<file path="config.mk">
export PLATFORM = sky130hd
export DESIGN_NAME = dec_accum
export DESIGN_NICKNAME = d
export VERILOG_FILES = /design/src/rtl/dacc_pkg.sv /design/src/rtl/bcd_load_clamp.sv /design/src/rtl/bcd_digit_shift.sv /design/src/rtl/sign_mag_norm.sv /design/src/rtl/dec_accum.sv
export SDC_FILE = /design/constraint.sdc
export NUM_CORES = 1
export LEC_CHECK = 0
export BUFFER_PORTS_ARGS = -buffer_cell sky130_fd_sc_hd__buf_2
export CELL_PAD_IN_SITES_DETAIL_PLACEMENT = 1
export CELL_PAD_IN_SITES_GLOBAL_PLACEMENT = 1
export CORE_UTILIZATION = 35
export DETAILED_ROUTE_END_ITERATION = 7
export HOLD_SLACK_MARGIN = 0.15
export MAX_ROUTING_LAYER = met4
export PLACE_DENSITY = 0.87
export SYNTH_ARGS = -nofsm -noshare
export SYNTH_HDL_FRONTEND = slang
export SYNTH_HIERARCHICAL = 1
export SYNTH_SLANG_ARGS = --single-unit
</file>
<file path="constraint.sdc">
create_clock -name clk -period 2.1 [get_ports clk]
set_input_delay 0 -clock clk [delete_from_list [all_inputs] [get_ports clk]]
set_output_delay 0 -clock clk [all_outputs]
set_load 0.02 [all_outputs]
</file>
<file path="src/rtl/dacc_pkg.sv">
package dacc_pkg;

    typedef enum logic [1:0] {
        OP_HOLD  = 2'b00,
        OP_LOAD  = 2'b01,
        OP_SHIFT = 2'b10,
        OP_RSVD  = 2'b11
    } acc_op_e;

    localparam int DIGIT_W = 4;

    function automatic logic [DIGIT_W-1:0] bcd_sat(input logic [DIGIT_W-1:0] d);
        return (d > 4'd9) ? 4'd9 : d;
    endfunction

endpackage

</file>
<file path="src/rtl/bcd_load_clamp.sv">
module bcd_load_clamp #(
    parameter int DIGITS = 4
) (
    input  logic [4*DIGITS-1:0] raw_mag,
    output logic [4*DIGITS-1:0] clean_mag
);
    import dacc_pkg::*;

    for (genvar g = 0; g < DIGITS; g++) begin : g_digit
        assign clean_mag[4*g +: 4] = bcd_sat(raw_mag[4*g +: 4]);
    end

endmodule

</file>
<file path="src/rtl/bcd_digit_shift.sv">
module bcd_digit_shift #(
    parameter int DIGITS     = 4,
    parameter int CNT_W      = 4,
    parameter bit SHIFT_LEFT = 1'b1
) (
    input  logic [4*DIGITS-1:0] din,
    input  logic [CNT_W-1:0]    cnt,
    output logic [4*DIGITS-1:0] dout
);
    localparam int W = 4 * DIGITS;

    logic [W-1:0] stage [0:CNT_W];

    assign stage[0] = din;

    for (genvar s = 0; s < CNT_W; s++) begin : g_stage
        localparam int STEP = 1 << s;
        if (STEP >= DIGITS) begin : g_clear
            assign stage[s+1] = cnt[s] ? '0 : stage[s];
        end else if (SHIFT_LEFT) begin : g_left
            assign stage[s+1] = cnt[s] ? {stage[s][W-1-4*STEP:0], {(4*STEP){1'b0}}}
                                       : stage[s];
        end else begin : g_right
            assign stage[s+1] = cnt[s] ? {{(4*STEP){1'b0}}, stage[s][W-1:4*STEP]}
                                       : stage[s];
        end
    end

    assign dout = stage[CNT_W];

endmodule

</file>
<file path="src/rtl/sign_mag_norm.sv">
module sign_mag_norm #(
    parameter int MAG_W = 16
) (
    input  logic             sign_in,
    input  logic [MAG_W-1:0] mag_in,
    output logic             sign_out
);
    assign sign_out = sign_in & (|mag_in);

endmodule

</file>
<file path="src/rtl/dec_accum.sv">
module dec_accum #(
    parameter int WORD_DIGITS = 3,
    parameter int CNT_W       = 4,
    localparam int ACC_DIGITS = WORD_DIGITS + 1,
    localparam int MAG_W      = 4 * ACC_DIGITS
) (
    input  logic             clk,
    input  logic             rst,
    input  logic             en,
    input  logic [1:0]       op,
    input  logic             ld_sign,
    input  logic [MAG_W-1:0] ld_mag,
    input  logic [CNT_W-1:0] shl_cnt,
    input  logic [CNT_W-1:0] shr_cnt,
    output logic             acc_sign,
    output logic [MAG_W-1:0] acc_mag,
    output logic             acc_neg
);
    import dacc_pkg::*;

    typedef struct packed {
        logic             sign;
        logic [MAG_W-1:0] mag;
    } acc_t;

    acc_t             acc_q, acc_d;
    acc_t             sel;
    logic [MAG_W-1:0] ld_clean;
    logic [MAG_W-1:0] shl_mag;
    logic [MAG_W-1:0] shift_mag;
    logic             norm_sign;
    acc_op_e          op_e;

    assign op_e = acc_op_e'(op);

    bcd_load_clamp #(.DIGITS(ACC_DIGITS)) u_clamp (
        .raw_mag   (ld_mag),
        .clean_mag (ld_clean)
    );

    bcd_digit_shift #(.DIGITS(ACC_DIGITS), .CNT_W(CNT_W), .SHIFT_LEFT(1'b1)) u_shl (
        .din  (acc_q.mag),
        .cnt  (shl_cnt),
        .dout (shl_mag)
    );

    bcd_digit_shift #(.DIGITS(ACC_DIGITS), .CNT_W(CNT_W), .SHIFT_LEFT(1'b0)) u_shr (
        .din  (shl_mag),
        .cnt  (shr_cnt),
        .dout (shift_mag)
    );

    always_comb begin
        sel = acc_q;
        if (en) begin
            unique case (op_e)
                OP_LOAD:  sel = '{sign: ld_sign, mag: ld_clean};
                OP_SHIFT: sel = '{sign: acc_q.sign, mag: shift_mag};
                default:  sel = acc_q;
            endcase
        end
    end

    sign_mag_norm #(.MAG_W(MAG_W)) u_norm (
        .sign_in  (sel.sign),
        .mag_in   (sel.mag),
        .sign_out (norm_sign)
    );

    always_comb begin
        acc_d      = sel;
        acc_d.sign = norm_sign;
        if (rst) begin
            acc_d = '0;
        end
    end

    always_ff @(posedge clk) begin
        acc_q <= acc_d;
    end

    assign acc_sign = acc_q.sign;
    assign acc_mag  = acc_q.mag;
    assign acc_neg  = acc_q.sign;

endmodule

</file>
# After elaboration in Yosys (flattened, before gate mapping)
# Cells that the tools add are included.
# word_totals
regBits	17
in_bits	30
out_inout_bits	18
wordCells	24
# classes
order_cmp	4
n_eq_ne	2
mux	14
n_bitwise	1
n_reduce_logical	1
# ops
cell	count
16-bit 2-to-1 mux	8
17-bit case mux with 2 select lines	1
17-bit 2-to-1 mux	1
4-bit > comparator, second input constant	4
4-bit 2-to-1 mux	4
16-bit OR reduction	1
2-bit by 1-bit == test with 1-bit output, second input constant	1
2-bit == test, second input constant	1
1-bit AND	1

# Longest topological paths before layout
# Gate-level depths: netlist of the first run.
# depth
word_depth	12
ltp_mapped	13
mapped_depth_nobuf	11

# Hierarchy
# The synthesis of the first run kept the hierarchy.
# modules_own_cells
mod	instances	cells_per_inst	area_per_inst_um2	seq_area_each_um2
dec_accum	1	102	983.4	340.3
bcd_digit_shift (u_shl)	1	44	332.8	0.0
bcd_digit_shift (u_shr)	1	44	324.1	0.0
bcd_load_clamp	1	20	110.1	0.0
sign_mag_norm	1	6	37.5	0.0

# Worst setup path after synthesis of the first run
# OpenSTA, ideal clock, no wires.
# synth_path
kind	flip-flop to flip-flop
startpoint	reg acc_q (netlist bit acc_mag[0])
endpoint	reg acc_q (netlist bit acc_neg)
setup_ns	0.125
t_arrival_ns	1.931
t_required_ns	1.975
slack_ns	0.044
path_stages_with_launch	11
n_path_buf	0
period_less_slack_ns	2.056
cell_sequence	dfxtp_1 mux2i_1 o22ai_1 mux2i_1 o21ai_0 and2_1 a221oi_1 nor2_1 nor4_1 a41oi_1 nor2b_1
# synth_rtl
element	line	text
start, declared	dec_accum.sv:26	acc_t acc_q, acc_d;
start signal, assigned	dec_accum.sv:79	acc_q <= acc_d;

==> impl_metrics.tcl, run 1 <==
set metrics [dict create \
    status "finished, violations left" \
    violations "setup timing" \
    slew_headroom_pct 53.4 \
    drtIter0Drc 114 \
    final-hold-violation-count 0 \
    grt_pass1_vias 2213 \
    setup_slack_ps -260 \
    worstSetupPathType "reg2reg" \
    final_cell_mix "58 x buf_4, 47 x buf_2, 39 x nor2_1" \
    r2r_slack_ps -260 \
    syn_avg_cell_area_um2 8.28 \
    drv_slew 0 \
    clk-insertion-delay-late_ps 260 \
    cts-buffers-inserted 3 \
    grt_max_degree 18 \
    dpl_cell_area_um2 2280 \
    wl_mm 7.75 \
    cts.sinks 17 \
    irDropWorstVdd_mv 0.281 \
    multi_input_area_um2 1430 \
    setup-violations-final 1 \
    cts-root-buf "clkbuf_8" \
    fin_tns_setup_ps -260 \
    gp_congestion 0.995 \
    power_density_nw_per_um2 453 \
    crit_start "acc_mag[7]" \
    synth_fa_ha_area_share_pct 1.40 \
    cts_hold_buf 0 \
    crit_arrival_ps 2510 \
    synth_compound_area_share_pct 20.4 \
    synth_simple_gate_area_share_pct 33.9 \
    worstMarginPinSlew_ps 699 \
    endpoint "acc_neg" \
    synthMuxAreaShare_pct 13.4 \
    ios 48 \
    htreeDepth 1 \
    leakage_uw 0.00119 \
    finalCritPeriodShare_pct 112 \
    syn-num-nets 248 \
    clk_pin_slew_worst_paths_ps 80 \
    diodes 0 \
    antenna_found_initial 0 \
    min_path_type "in2reg" \
    end_kind "flop" \
    grt_overflow 0 \
    die_area_um2 5400 \
    area_growth_syn_to_layout_pct 49.3 \
    track_usage_pct 29.0 \
    synthCells 216 \
    path_max_fanout 3 \
    startpoint_type "flop" \
    dp_hpwl_mm 5.19 \
    drt-pass1-iter-count 4 \
    rsz0062_at_grt "true" \
    cts_tree "yes" \
    period_needed_ps 2360 \
    fill_cells 604 \
    final_common_cell "buf_4" \
    fin_area_um2 2670 \
    clock.fmax_mhz 424 \
    yosysSeqAreaShare_pct 19.0 \
    seqCellArea_um2 365 \
    ys_types 33 \
    drive_above_1_share_pct 56.4 \
    die_w_um 73.5 \
    r2r_start "acc_mag[7]" \
    p_total_uw 1210 \
    cp.required_ps 2250 \
    synth_xor_xnor_area_share_pct 0 \
    post_drt_wl_per_cell_um 20.8 \
    cts_buffer_depth 2 \
    num_rows 25 \
    io_buffers 47 \
    synth_top_family_by_area "simple AND/OR/NAND/NOR gates" \
    initial_core_util_pct 37.1 \
    vias_per_cell 5.75 \
    nets 338 \
    cap_violations 0 \
    pre_cts_slack_ps -371 \
    ys_ff_latch 17 \
    skew_ps 2.30 \
    ys_warn_count 6 \
    drc 0 \
    ant_nets 0 \
    vias 2138 \
    grt_pass1_wl_mm 11.4 \
    coreArea_um2 4820 \
    rr_worst_depth 11 \
    worst_r2r_endpoint "acc_neg" \
    die_y_um 73.5 \
    syn_area_um2 1790 \
]
## how the worst min path moves through the flow
stage / from / to / slack [ps] / cells after the start
global placement: ld_mag[15] / acc_mag[15] / 380 / 3
finish: ld_mag[15] / acc_mag[15] / 150 / 3
CTS: ld_mag[15] / acc_mag[15] / 160 / 3
global route: ld_mag[15] / acc_mag[15] / 160 / 3
detailed placement: ld_mag[15] / acc_mag[15] / 430 / 3
floorplan: rst / acc_neg / 290 / 2
## report_power, final
group / total, uW / internal (uW) / switching [uW] / leakage (uW)
Combinational: 554 / 250 / 304 / 0.00102
Sequential: 382 / 348 / 34.5 / 0.000145
Clock: 273 / 132 / 141 / 0.0000255
## through the flow
stage	hold slack (ps)	util, %	instances
4_1_cts	159	52.7	363
3_5_place_dp	426	47.4	352
2_1_floorplan	288	-	216
3_3_place_gp	378	47.4	352
6_report	148	55.4	372
5_1_grt	156	55.4	372
## routing by layer
metal  GRT usage [%]  share of wire [%]  up-vias
met4            10.5                4.1        0
met1            32.0                 40     1071
met2            52.9                 52       88
li1                -                  -      952
met3            3.70                3.9       27
met5               -                  0        -
## worst max-delay path: stages (launching register included)
cell and delay, ps:
dfxtp_2 350, mux2i_1 170, o21ai_1 100, and2_1 180, mux2i_2 200, buf_4 150, nor2_1 60, a221oi_2 350
nor2_1 130, nor4_2 230, a41oi_1 160, nor2b_1 150
## layout make-up
class | count | area share (%)
Multi-Input combinational cell | 173 | 53.6
Timing Repair Buffer | 108 | 27.4
Sequential cell | 17 | 13.7
Tap cell | 67 | 3.14
Clock buffer | 3 | 1.55
Inverter | 3 | 0.422
Clock inverter | 1 | 0.188
## logic make-up after synthesis
logic type	Yosys count
mux	24
compound gates	38
flops	17
simple gates	109
buf+inv	26
fa+ha+maj	2
## synthesized netlist by cell type
cell type,n,share of area (%)
a221oi_1,7,3.4
a221oi_2,5,4.2
a221oi_4,4,5.9
a41oi_1,1,0.49
and2_1,16,5.6
and2b_1,1,0.42
buf_12,1,1.1
buf_2,5,1.4
buf_4,1,0.42
buf_6,10,6.3
buf_8,1,0.84
clkbuf_1,5,1.0
dfxtp_1,17,19
ha_1,2,1.4
inv_1,3,0.63
mux2i_1,24,13
nand2_1,3,0.63
nand2b_1,4,1.4
nand2b_4,1,0.77
nand3_1,1,0.28
nand3b_1,8,3.4
nor2_1,40,8.4
nor2_2,2,0.70
nor2_4,2,1.3
nor2b_1,9,3.1
nor3_1,12,3.4
nor3_2,4,2.2
nor4_1,4,1.4
o21ai_0,9,2.5
o21ai_1,4,1.1
o22ai_1,8,2.8
or3_1,1,0.35
or3_4,1,0.63
## registers in the layout, summed over array words and instances, names as in the netlist
register / count
acc_neg: 1
acc_mag: 16
## what timing repair did
item | CTS | global route
endpoints found under the setup margin | 1 | 1
setup buffers | 7 | 9
resized for setup | 44 | 15
gates cloned | 0 | 0
hold endpoints to repair | 0 | 0
pin swaps | 23 | 15
Note: power is estimated with default switching activity, not from simulation.
==> run 2: changes to the inputs <==
--- a/config.mk
+++ b/config.mk
@@ -8,6 +8,7 @@
 export BUFFER_PORTS_ARGS = -buffer_cell sky130_fd_sc_hd__buf_2
 export CELL_PAD_IN_SITES_DETAIL_PLACEMENT = 1
 export CELL_PAD_IN_SITES_GLOBAL_PLACEMENT = 1
+export CORE_MARGIN = 8
 export CORE_UTILIZATION = 35
 export DETAILED_ROUTE_END_ITERATION = 7
 export HOLD_SLACK_MARGIN = 0.15
==> constraint.sdc (replaced) <==
create_clock -name clk -period 2.1 [get_ports clk]
set_input_delay 0.21 -clock clk [delete_from_list [all_inputs] [get_ports clk]]
set_output_delay 0.21 -clock clk [all_outputs]
set_load 0.02 [all_outputs]
==> impl_metrics.tcl, run 2 (synthesis results as in run 1) <==
set metrics [dict create \
    cts-buffers-inserted 3 \
    path_max_fanout 4 \
    pre_cts_slack_ps -507 \
    cts.sinks 17 \
    timing.hold.ws_ps 353 \
    vias 2016 \
    die_w_um 87.5 \
    fin_cells 378 \
    largest_reg_flops 16 \
    num_rows 26 \
    clk_pin_slew_worst_paths_ps 70 \
    post_drt_wl_per_cell_um 18.3 \
    drtIter0Drc 87 \
    startpoint_type "flop" \
    clock.fmax_mhz 415 \
    io_buffers 47 \
    die_y_um 87.5 \
    violations "setup timing" \
    slowest_delay_ps 370 \
    period_needed_ps 2410 \
    final_common_cell "buf_4" \
    skew_ps 0.713 \
    cts_tree "yes" \
    diodes 0 \
    grt_pass1_wl_mm 10.4 \
    drt-pass1-iter-count 4 \
    worstSetupPathType "reg2reg" \
    cp.required_ps 2250 \
    wl_mm 6.92 \
    setup-violations-final 1 \
    final_util_pct 52.0 \
    power_density_nw_per_um2 450 \
    antenna_found_initial 0 \
    cap_violations 0 \
    grt_max_degree 18 \
    grt_pass1_vias 2125 \
    vias_per_cell 5.33 \
    min_path_type "in2reg" \
    irDropWorstVdd_mv 0.288 \
    setup_slack_ps -310 \
    leakage_uw 0.00120 \
    drv_slew 0 \
    die_area_um2 7650 \
    worstMarginPinSlew_ps 373 \
    critPathSlowestCell "a221oi_2" \
    gp_congestion 0.934 \
    cts-root-buf "clkbuf_8" \
    dp_cells 368 \
    drive_above_1_share_pct 49.7 \
    final_cell_mix "61 x buf_4, 47 x buf_2, 38 x nor2_1" \
    clk-insertion-delay-late_ps 260 \
    dp_hpwl_mm 5.46 \
    area_growth_syn_to_layout_pct 45.8 \
    cts_buffer_depth 2 \
    crit_arrival_ps 2560 \
    status "finished, violations left" \
    initial_core_util_pct 35.7 \
    drc 0 \
    cts_hold_buf 0 \
    crit_family "compound AO/OA/AOI/OAI gates" \
    nets 341 \
    track_usage_pct 18.2 \
    ant_nets 0 \
    final-hold-violation-count 0 \
    htreeDepth 1 \
    rsz0062_at_grt "true" \
    cp_common_cell "mux2i_1" \
    ios 48 \
    slew_headroom_pct 75.1 \
    finalCritPeriodShare_pct 115 \
    end_kind "flop" \
    crit_buf_inv 0 \
    coreArea_um2 5010 \
    grt_overflow 0 \
    cp_cell_sequence "mux2i_1 > o22ai_1 > mux2i_1 > o21ai_0 > and2_1 > a221oi_2 > nor2_1 > nor4_2 > a41oi_2 > nor2b_1" \
]
run 2: cell types whose count changed in the layout (fill, tap and decap cells not counted), moves of 5 or more:
cell     previous run  this run
dfxtp_1             7        14
mux2i_1            13        21
o21ai_0             2         7
mux2i_4             5         0
run 2: where the power goes:
group	internal [uW]	leakage, uW	switching (uW)
Combinational	248	0.00104	288
Clock	136	0.0000228	127
Sequential	347	0.000141	27.2
run 2: worst reg2reg max path, delay by kind of cell (launching register included):
family / cells / cell delay, ps
AO/OA/AOI/OAI: 4 / 810
AND/OR/NAND/NOR: 4 / 770
flip-flops: 1 / 350
multiplexers: 2 / 360
run 2: path summary, 6_finish.rpt:
| path | from | to | slack (ps) | cells after the start |
|---|---|---|---|---|
| setup / recovery | acc_mag[2] | acc_neg | -310 | 10 |
| setup reg to reg | acc_mag[2] | acc_neg | -310 | 10 |
| hold / removal | rst | acc_neg | 350 | 2 |
| hold reg to reg | acc_mag[6] | acc_mag[6] | 630 | 2 |
run 2: repair_timing:
action | in CTS | in global routing
resized for setup | 9 | 16
pin swaps | 9 | 11
hold endpoints to repair | 0 | 0
endpoints found under the setup margin | 1 | 1
buffers inserted | 3 | 4
run 2: final cells by class:
| cell class | count | area (um^2) |
|---|---|---|
| Timing Repair Buffer | 111 | 753 |
| Multi-Input combinational cell | 173 | 1360 |
| Sequential cell | 17 | 349 |
| Fill cell | 640 | 2400 |
| Tap cell | 70 | 87.6 |
| Clock buffer | 4 | 45.0 |
| Inverter | 3 | 11.3 |
run 2: through the flow:
stage | total power, uW | setup TNS (ps) | area [um^2]
2_1_floorplan | 652 | 0 | 1810
3_3_place_gp | 834 | -421 | 2400
3_5_place_dp | 855 | -520 | 2400
4_1_cts | 1130 | -324 | 2510
5_1_grt | 1230 | -411 | 2610
6_report | 1170 | -310 | 2610
run 2: layer usage:
layer | vias to the layer above | routed length [um] | track usage (%)
met5 | - | 0 | -
met4 | 0 | 285 | 8.13
met1 | 981 | 2850 | 19.3
li1 | 951 | - | -
met3 | 22 | 291 | 3.11
met2 | 62 | 3500 | 32.4
